File: src/rtl/xbar_pkg.sv
package xbar_pkg;
  localparam int SRC_MAX_W = 8;

  typedef struct packed {
    logic                 take;
    logic [SRC_MAX_W-1:0] src;
  } grantStrobeT;
endpackage

File: src/rtl/xbar_arb_ctrl.sv
module xbar_arb_ctrl
  import xbar_pkg::*;
#(
  parameter int NREQ = 4,
  parameter int NDST = 4,
  parameter int TSW  = 8
) (
  input  logic              clk,
  input  logic              rstN,
  input  logic              headValid [NREQ][NDST],
  input  logic [TSW-1:0]    headTs    [NREQ][NDST],
  input  logic              busy      [NDST],
  output logic [TSW-1:0]    tsNow,
  output grantStrobeT       strobe    [NDST]
);
  localparam int SRCW = (NREQ > 1) ? $clog2(NREQ) : 1;

  logic [TSW-1:0] ageOf [NREQ][NDST];

  always_ff @(posedge clk or negedge rstN) begin
    if (!rstN) tsNow <= '0;
    else       tsNow <= tsNow + 1'b1;
  end

  always_comb begin
    for (int r = 0; r < NREQ; r++)
      for (int d = 0; d < NDST; d++)
        ageOf[r][d] = tsNow - headTs[r][d];
  end

  always_comb begin
    for (int d = 0; d < NDST; d++) begin
      logic           found;
      logic [TSW-1:0] bestAge;
      int             bestIdx;
      found   = 1'b0;
      bestAge = '0;
      bestIdx = 0;
      for (int r = 0; r < NREQ; r++) begin
        if (headValid[r][d] && (!found || ageOf[r][d] > bestAge)) begin
          found   = 1'b1;
          bestAge = ageOf[r][d];
          bestIdx = r;
        end
      end
      strobe[d].take = found && !busy[d];
      strobe[d].src  = SRC_MAX_W'(bestIdx);
    end
  end

  for (genvar gd = 0; gd < NDST; gd++) begin : g_chk_dst
    for (genvar gr = 0; gr < NREQ; gr++) begin : g_chk_req

      oldest_wins_chk: assert property (@(posedge clk) disable iff (!rstN)
        strobe[gd].take && headValid[gr][gd]
          |-> ageOf[gr][gd] <= ageOf[strobe[gd].src[SRCW-1:0]][gd]);

      tie_low_index_chk: assert property (@(posedge clk) disable iff (!rstN)
        strobe[gd].take && headValid[gr][gd]
          && ageOf[gr][gd] == ageOf[strobe[gd].src[SRCW-1:0]][gd]
          |-> strobe[gd].src <= SRC_MAX_W'(gr));
    end
  end
endmodule

File: src/rtl/xbar_queue_dp.sv
module xbar_queue_dp
  import xbar_pkg::*;
#(
  parameter int NREQ  = 4,
  parameter int NDST  = 4,
  parameter int BEATW = 16,
  parameter int TSW   = 8
) (
  input  logic                       clk,
  input  logic                       rstN,
  input  logic [NREQ-1:0]            reqValid,
  input  logic [NREQ*((NDST > 1) ? $clog2(NDST) : 1)-1:0] reqDst,
  input  logic [NREQ-1:0]            reqTwoBeat,
  input  logic [NREQ*2*BEATW-1:0]    reqData,
  input  logic [TSW-1:0]             tsNow,
  input  grantStrobeT                strobe    [NDST],
  output logic                       headValid [NREQ][NDST],
  output logic [TSW-1:0]             headTs    [NREQ][NDST],
  output logic                       busy      [NDST],
  output logic [NREQ*NDST-1:0]       reqCredit,
  output logic [NDST-1:0]            dstValid,
  output logic [NDST*((NREQ > 1) ? $clog2(NREQ) : 1)-1:0] dstSrc,
  output logic [NDST*BEATW-1:0]      dstData,
  output logic [NDST-1:0]            dstLast
);
  localparam int DSTW = (NDST > 1) ? $clog2(NDST) : 1;
  localparam int SRCW = (NREQ > 1) ? $clog2(NREQ) : 1;
  localparam int PW   = 2 * BEATW;

  logic [PW-1:0]   qData [NREQ][NDST][2];
  logic            qTwo  [NREQ][NDST][2];
  logic [TSW-1:0]  qTs   [NREQ][NDST][2];
  logic [1:0]      qCnt  [NREQ][NDST];
  logic            push  [NREQ][NDST];
  logic            pop   [NREQ][NDST];

  logic            gValid [NDST];
  logic [SRCW-1:0] gSrc   [NDST];
  logic [PW-1:0]   gData  [NDST];
  logic            gTwo   [NDST];
  logic            gBeat  [NDST];

  logic            txValid [NDST];
  logic [SRCW-1:0] txSrc   [NDST];
  logic [BEATW-1:0] txData [NDST];
  logic            txLast  [NDST];

  always_comb begin
    for (int r = 0; r < NREQ; r++)
      for (int d = 0; d < NDST; d++) begin
        push[r][d] = reqValid[r] && (reqDst[r*DSTW +: DSTW] == DSTW'(d))
                     && (qCnt[r][d] != 2'd2);
        pop[r][d]  = strobe[d].take && (strobe[d].src == SRC_MAX_W'(r));
        headValid[r][d]      = qCnt[r][d] != 2'd0;
        headTs[r][d]         = qTs[r][d][0];
        reqCredit[r*NDST+d]  = qCnt[r][d] != 2'd2;
      end
  end

  always_ff @(posedge clk or negedge rstN) begin
    if (!rstN) begin
      for (int r = 0; r < NREQ; r++)
        for (int d = 0; d < NDST; d++) qCnt[r][d] <= 2'd0;
    end else begin
      for (int r = 0; r < NREQ; r++)
        for (int d = 0; d < NDST; d++)
          qCnt[r][d] <= qCnt[r][d] + {1'b0, push[r][d]} - {1'b0, pop[r][d]};
    end
  end

  always_ff @(posedge clk) begin
    for (int r = 0; r < NREQ; r++)
      for (int d = 0; d < NDST; d++) begin
        if (pop[r][d]) begin
          if (qCnt[r][d] == 2'd2) begin
            qData[r][d][0] <= qData[r][d][1];
            qTwo[r][d][0]  <= qTwo[r][d][1];
            qTs[r][d][0]   <= qTs[r][d][1];
          end else if (push[r][d]) begin
            qData[r][d][0] <= reqData[r*PW +: PW];
            qTwo[r][d][0]  <= reqTwoBeat[r];
            qTs[r][d][0]   <= tsNow;
          end
        end else if (push[r][d]) begin
          qData[r][d][qCnt[r][d][0]] <= reqData[r*PW +: PW];
          qTwo[r][d][qCnt[r][d][0]]  <= reqTwoBeat[r];
          qTs[r][d][qCnt[r][d][0]]   <= tsNow;
        end
      end
  end

  always_comb begin
    for (int d = 0; d < NDST; d++)
      busy[d] = gValid[d] && gTwo[d] && !gBeat[d];
  end

  always_ff @(posedge clk or negedge rstN) begin
    if (!rstN) begin
      for (int d = 0; d < NDST; d++) begin
        gValid[d]  <= 1'b0;
        gBeat[d]   <= 1'b0;
        gSrc[d]    <= '0;
        gData[d]   <= '0;
        gTwo[d]    <= 1'b0;
        txValid[d] <= 1'b0;
        txSrc[d]   <= '0;
        txData[d]  <= '0;
        txLast[d]  <= 1'b0;
      end
    end else begin
      for (int d = 0; d < NDST; d++) begin
        txValid[d] <= gValid[d];
        txSrc[d]   <= gSrc[d];
        txData[d]  <= gBeat[d] ? gData[d][PW-1:BEATW] : gData[d][BEATW-1:0];
        txLast[d]  <= !gTwo[d] || gBeat[d];
        if (busy[d]) begin
          gBeat[d] <= 1'b1;
        end else begin
          gValid[d] <= strobe[d].take;
          gBeat[d]  <= 1'b0;
          if (strobe[d].take) begin
            gSrc[d]  <= strobe[d].src[SRCW-1:0];
            gData[d] <= qData[strobe[d].src[SRCW-1:0]][d][0];
            gTwo[d]  <= qTwo[strobe[d].src[SRCW-1:0]][d][0];
          end
        end
      end
    end
  end

  always_comb begin
    for (int d = 0; d < NDST; d++) begin
      dstValid[d]                = txValid[d];
      dstSrc[d*SRCW +: SRCW]     = txSrc[d];
      dstData[d*BEATW +: BEATW]  = txData[d];
      dstLast[d]                 = txLast[d];
    end
  end

  for (genvar gd = 0; gd < NDST; gd++) begin : g_chk

    grant_has_head_chk: assert property (@(posedge clk) disable iff (!rstN)
      strobe[gd].take |-> qCnt[strobe[gd].src[SRCW-1:0]][gd] != 2'd0);

    second_beat_follows_chk: assert property (@(posedge clk) disable iff (!rstN)
      txValid[gd] && !txLast[gd] |=> txValid[gd] && txLast[gd] && $stable(txSrc[gd]));

    grant_to_transmit_chk: assert property (@(posedge clk) disable iff (!rstN)
      gValid[gd] |=> txValid[gd]);
  end
endmodule

File: src/rtl/xbar_oldest_first.sv
module xbar_oldest_first
  import xbar_pkg::*;
#(
  parameter int NREQ  = 4,
  parameter int NDST  = 4,
  parameter int BEATW = 16,
  parameter int TSW   = 8,
  localparam int DSTW = (NDST > 1) ? $clog2(NDST) : 1,
  localparam int SRCW = (NREQ > 1) ? $clog2(NREQ) : 1
) (
  input  logic                    clk,
  input  logic                    rstN,
  input  logic [NREQ-1:0]         reqValid,
  input  logic [NREQ*DSTW-1:0]    reqDst,
  input  logic [NREQ-1:0]         reqTwoBeat,
  input  logic [NREQ*2*BEATW-1:0] reqData,
  output logic [NREQ*NDST-1:0]    reqCredit,
  output logic [NDST-1:0]         dstValid,
  output logic [NDST*SRCW-1:0]    dstSrc,
  output logic [NDST*BEATW-1:0]   dstData,
  output logic [NDST-1:0]         dstLast
);
  logic           headValid [NREQ][NDST];
  logic [TSW-1:0] headTs    [NREQ][NDST];
  logic           busy      [NDST];
  logic [TSW-1:0] tsNow;
  grantStrobeT    strobe    [NDST];

  xbar_arb_ctrl #(.NREQ(NREQ), .NDST(NDST), .TSW(TSW)) uCtrl (
    .clk(clk), .rstN(rstN), .headValid(headValid), .headTs(headTs),
    .busy(busy), .tsNow(tsNow), .strobe(strobe)
  );

  xbar_queue_dp #(.NREQ(NREQ), .NDST(NDST), .BEATW(BEATW), .TSW(TSW)) uData (
    .clk(clk), .rstN(rstN), .reqValid(reqValid), .reqDst(reqDst),
    .reqTwoBeat(reqTwoBeat), .reqData(reqData), .tsNow(tsNow), .strobe(strobe),
    .headValid(headValid), .headTs(headTs), .busy(busy), .reqCredit(reqCredit),
    .dstValid(dstValid), .dstSrc(dstSrc), .dstData(dstData), .dstLast(dstLast)
  );
endmodule

File: config.mk
export PLATFORM = sky130hd
export DESIGN_NAME = xbar_oldest_first
export DESIGN_NICKNAME = d
export VERILOG_FILES = /design/src/rtl/xbar_pkg.sv /design/src/rtl/xbar_arb_ctrl.sv /design/src/rtl/xbar_queue_dp.sv /design/src/rtl/xbar_oldest_first.sv
export SDC_FILE = /design/constraint.sdc
export NUM_CORES = 2
export LEC_CHECK = 0
export ABC_CLOCK_PERIOD_IN_PS = 28100
export BUFFER_PORTS_ARGS = -buffer_cell sky130_fd_sc_hd__buf_2
export CAP_MARGIN = 15
export CORE_MARGIN = 3
export CORE_UTILIZATION = 60
export DETAILED_ROUTE_END_ITERATION = 7
export GPL_ROUTABILITY_DRIVEN = 0
export GPL_TIMING_DRIVEN = 0
export PLACE_DENSITY_LB_ADDON = 0.12
export SYNTH_ARGS = -nofsm -noshare
export SYNTH_HDL_FRONTEND = slang
export SYNTH_HIERARCHICAL = 1
export SYNTH_SLANG_ARGS = --single-unit
File: constraint.sdc
create_clock -name clk -period 28.1 [get_ports clk]
set_input_delay 1.405 -clock clk [delete_from_list [all_inputs] [get_ports clk]]
set_output_delay 1.405 -clock clk [all_outputs]
set_load 0.02 [all_outputs]
==> impl_metrics.json <==
{
  "grt_antenna_before_repair": 24,
  "required_ns": 28.61,
  "setup_viol": 0,
  "vias": 40980,
  "drcViolationCount": 0,
  "finalMaxSlewViolations": 0,
  "postSynthAreaPerCell_sq_um": 16.51,
  "final_cells": 6465,
  "htree_levels": 4,
  "critPathBufInv": 12,
  "rows": 125,
  "die_area_sq_mm": 0.1227,
  "slew_headroom": 0.1167,
  "p_per_area_mw_per_mm2": 109.3,
  "fin_crit_sh": 0.4663,
  "post-cts-setup-buffers": 0,
  "drtAntennaViolNets": 0,
  "initial_core_util": 0.6081,
  "path_delay_family": "buffers and inverters",
  "yosys_register_bits": 1580,
  "worstSetupStartpointType": "flip-flop",
  "critPathMaxStageDelay_ns": 0.98,
  "cts_sinks": 1580,
  "fin_util": 0.6933,
  "async_flop_share": 0.1696,
  "ys_types": 80,
  "nNetsFinal": 5222,
  "via_per_inst": 6.339,
  "die_x_microns": 350.3,
  "status": "completed",
  "max_freq_mhz": 76.32,
  "die-height_microns": 350.3,
  "cp_max_fo": 27,
  "worst_slew_pin_slew_ns": 1.325,
  "end_kind": "flip-flop",
  "ys_top_cells_by_area": "edfxtp_1 55%, mux2_2 13%, dfrtp_1 9.4%",
  "finalCriticalPeriod_ns": 13.10,
  "firstDrtPassIters": 5,
  "initialDrtViolationCount": 4980,
  "critPathMostFrequentCell": "ha_1",
  "grt_util_all_layers": 0.3398,
  "ir_drop_mv": 0.07721,
  "cts_buffers": 158,
  "cts_resized": 0,
  "grt_start_max_net_pins": 94,
  "cts_tree": "built",
  "portBuffers": 241,
  "arrival_ns": 13.61,
  "min_path_type": "flip-flop to flip-flop",
  "place_hpwl_microns": 142800,
  "clock_latency_ns": 0.79,
  "dp_cells": 6155,
  "critPathSlowestCell": "a21oi_1",
  "maxCapViolCount": 0,
  "setup_tns_ns": 0,
  "core_sq_mm": 0.1170,
  "synth_top_cell_by_area": "edfxtp_1",
  "io_pins": 242,
  "p_leak_nw": 30.50,
  "grt_pass1_vias": 40410,
  "root_buffer": "clkbuf_16",
  "hold_buffers": 0,
  "syn-instance-count": 4310,
  "rsz0062_at_grt": "false",
  "path_class": "flip-flop to flip-flop",
  "routedWlPerCell_microns": 31.96,
  "fin_skew_ns": 0.02756,
  "synth_top_area_frac": 0.5538,
  "synthesis.area_sq_mm": 0.07114,
  "area_delta_synth_final_pct": 14.02,
  "hold_viol_final": 0,
  "ys_warn_count": 6,
  "whs_ns": 0.3706,
  "seq_area_frac_synth": 0.6481,
  "synth_flop_cell": "edfxtp_1",
  "overflow": 0,
  "cts_buffer_depth": 3,
  "grt_pass1_wl_microns": 290700,
  "synth_edf_count": 1312,
  "wl_microns": 206600,
  "cts.reportedPaths.clkPinSlew_ns": 0.06,
  "drive_gt1_frac": 0.3631
}
## per-stage QoR
stage               power (mW)  setup slack, ns  area, sq um
global route             9.125            14.66        81100
finish                   8.869            15.00        81110
detailed placement       6.647            15.15        75710
CTS                      8.803            15.03        81010
floorplan                5.177            17.03        71220
global placement         6.530            10.09        74340
## cell usage after synthesis (all sizes together) (7+ instances only)
cell / number
and4: 7
a21o: 13
inv: 265
and3: 7
mux2i: 24
nand2: 78
mux4: 132
edfxtp: 1312
dfrtp: 268
nor2b: 51
o21a: 27
clkbuf: 100
buf: 190
nor4: 8
a21boi: 7
o211ai: 12
or3: 9
nor2: 84
xor2: 35
xnor2: 92
nand4: 25
o31ai: 15
nor3: 27
nand3: 18
nand2b: 32
ha: 263
o21bai: 9
or2: 24
nand3b: 16
and2: 22
a21oi: 90
fa: 16
mux2: 876
o21ai: 63
a211oi: 12
## layer usage
layer	vias up	share of wire	track usage	routed length, microns
met1	21230	0.39	0.4680	80050
met5	-	0.00028	0	58
met2	2198	0.47	0.5325	96910
li1	17170	-	-	-
met4	10	0.044	0.1445	9079
met3	377	0.099	0.07105	20530
## power by group
| group | internal, mW | leakage (nW) | switching [mW] | total (mW) |
|---|---|---|---|---|
| sequential | 2.91 | 15.1 | 0.166 | 3.08 |
| combinational | 1.48 | 12.8 | 2.15 | 3.63 |
| clock | 1.25 | 2.59 | 0.907 | 2.16 |
| total | 5.65 | 30.5 | 3.22 | 8.87 |
## worst register-to-register path: cells and delay by family, from the launching register on
family / cells / cell delay, ns
simple gates: 6 / 1.25
buf+inv: 12 / 4.52
mux: 2 / 0.66
fa+ha+maj: 6 / 1.98
flops: 1 / 0.91
compound gates: 15 / 3.47
## worst paths after layout
check | start | to | slack (ns) | cells past startpoint
setup / recovery | uCtrl/tsNow[0]$_DFF_PN0_ | uData/qData[3][44]$_DFFE_PP_ | 15.00 | 41
hold / removal | uData/gSrc[1]$_DFFE_PN0P_ | uData/dstSrc[7]$_DFF_PN0_ | 0.37 | 0
setup reg to reg | uCtrl/tsNow[0]$_DFF_PN0_ | uData/qData[3][44]$_DFFE_PP_ | 15.00 | 41
hold reg to reg | uData/gSrc[1]$_DFFE_PN0P_ | uData/dstSrc[7]$_DFF_PN0_ | 0.37 | 0
max in group asynchronous | rstN | uData/dstValid[2]$_DFF_PN0_ | 25.91 | 3
min in group asynchronous | rstN | uData/qCnt[12]$_DFF_PN0_ | 0.60 | 1
## registers in the layout, summed over array words and instances, names as in the netlist
signal and cells:
uData/qTs 256, uData/dstValid 4, uCtrl/tsNow 8, uData/gData 128, uData/gSrc 8, uData/dstSrc 8, uData/qTwo 32, uData/qCnt 32
uData/gTwo 4, uData/gValid 4, uData/qData 1024, uData/gBeat 4, uData/dstLast 4, uData/dstData 64
## area by class of cell
class	instances	area [sq um]
sequential	1580	46120
fill	7775	35870
multi-input combinational	2198	22630
clock buffer	215	4466
timing repair buffer	304	2416
tap	1524	1907
buffer	290	1723
inverter	265	994.7
clock inverter	81	840.8
antenna	8	20.02
## kinds of logic (layout without fill, tap and decap cells)
family | count (synthesis) | in the layout | share of synthesized area
AO/OA/AOI/OAI | 300 | 300 | 0.02807
XOR/XNOR | 127 | 127 | 0.01564
adder cells (fa/ha/maj) | 279 | 279 | 0.05076
buffers and inverters | 555 | 1155 | 0.03820
flip-flops | 1580 | 1580 | 0.6481
multiplexers | 1032 | 1032 | 0.1855
other | 1 | 32 | 0.00005271
AND/OR/NAND/NOR | 436 | 436 | 0.03366
## layout by cell type, fill, tap and decap left out, types with 31 or more instances in the layout
| cell type | n |
|---|---|
| edfxtp_1 | 1312 |
| mux2_2 | 830 |
| inv_1 | 264 |
| ha_1 | 263 |
| dfrtp_1 | 261 |
| buf_2 | 258 |
| clkbuf_16 | 164 |
| buf_4 | 156 |
| clkbuf_1 | 134 |
| mux4_2 | 131 |
| xnor2_1 | 92 |
| nor2_1 | 84 |
| a21oi_1 | 84 |
| nand2_1 | 78 |
| nor2b_1 | 51 |
| o21ai_0 | 49 |
| xor2_1 | 35 |
| buf_12 | 34 |
| nand2b_1 | 32 |
| mux2_4 | 31 |
(Power assumes the default switching activity.)
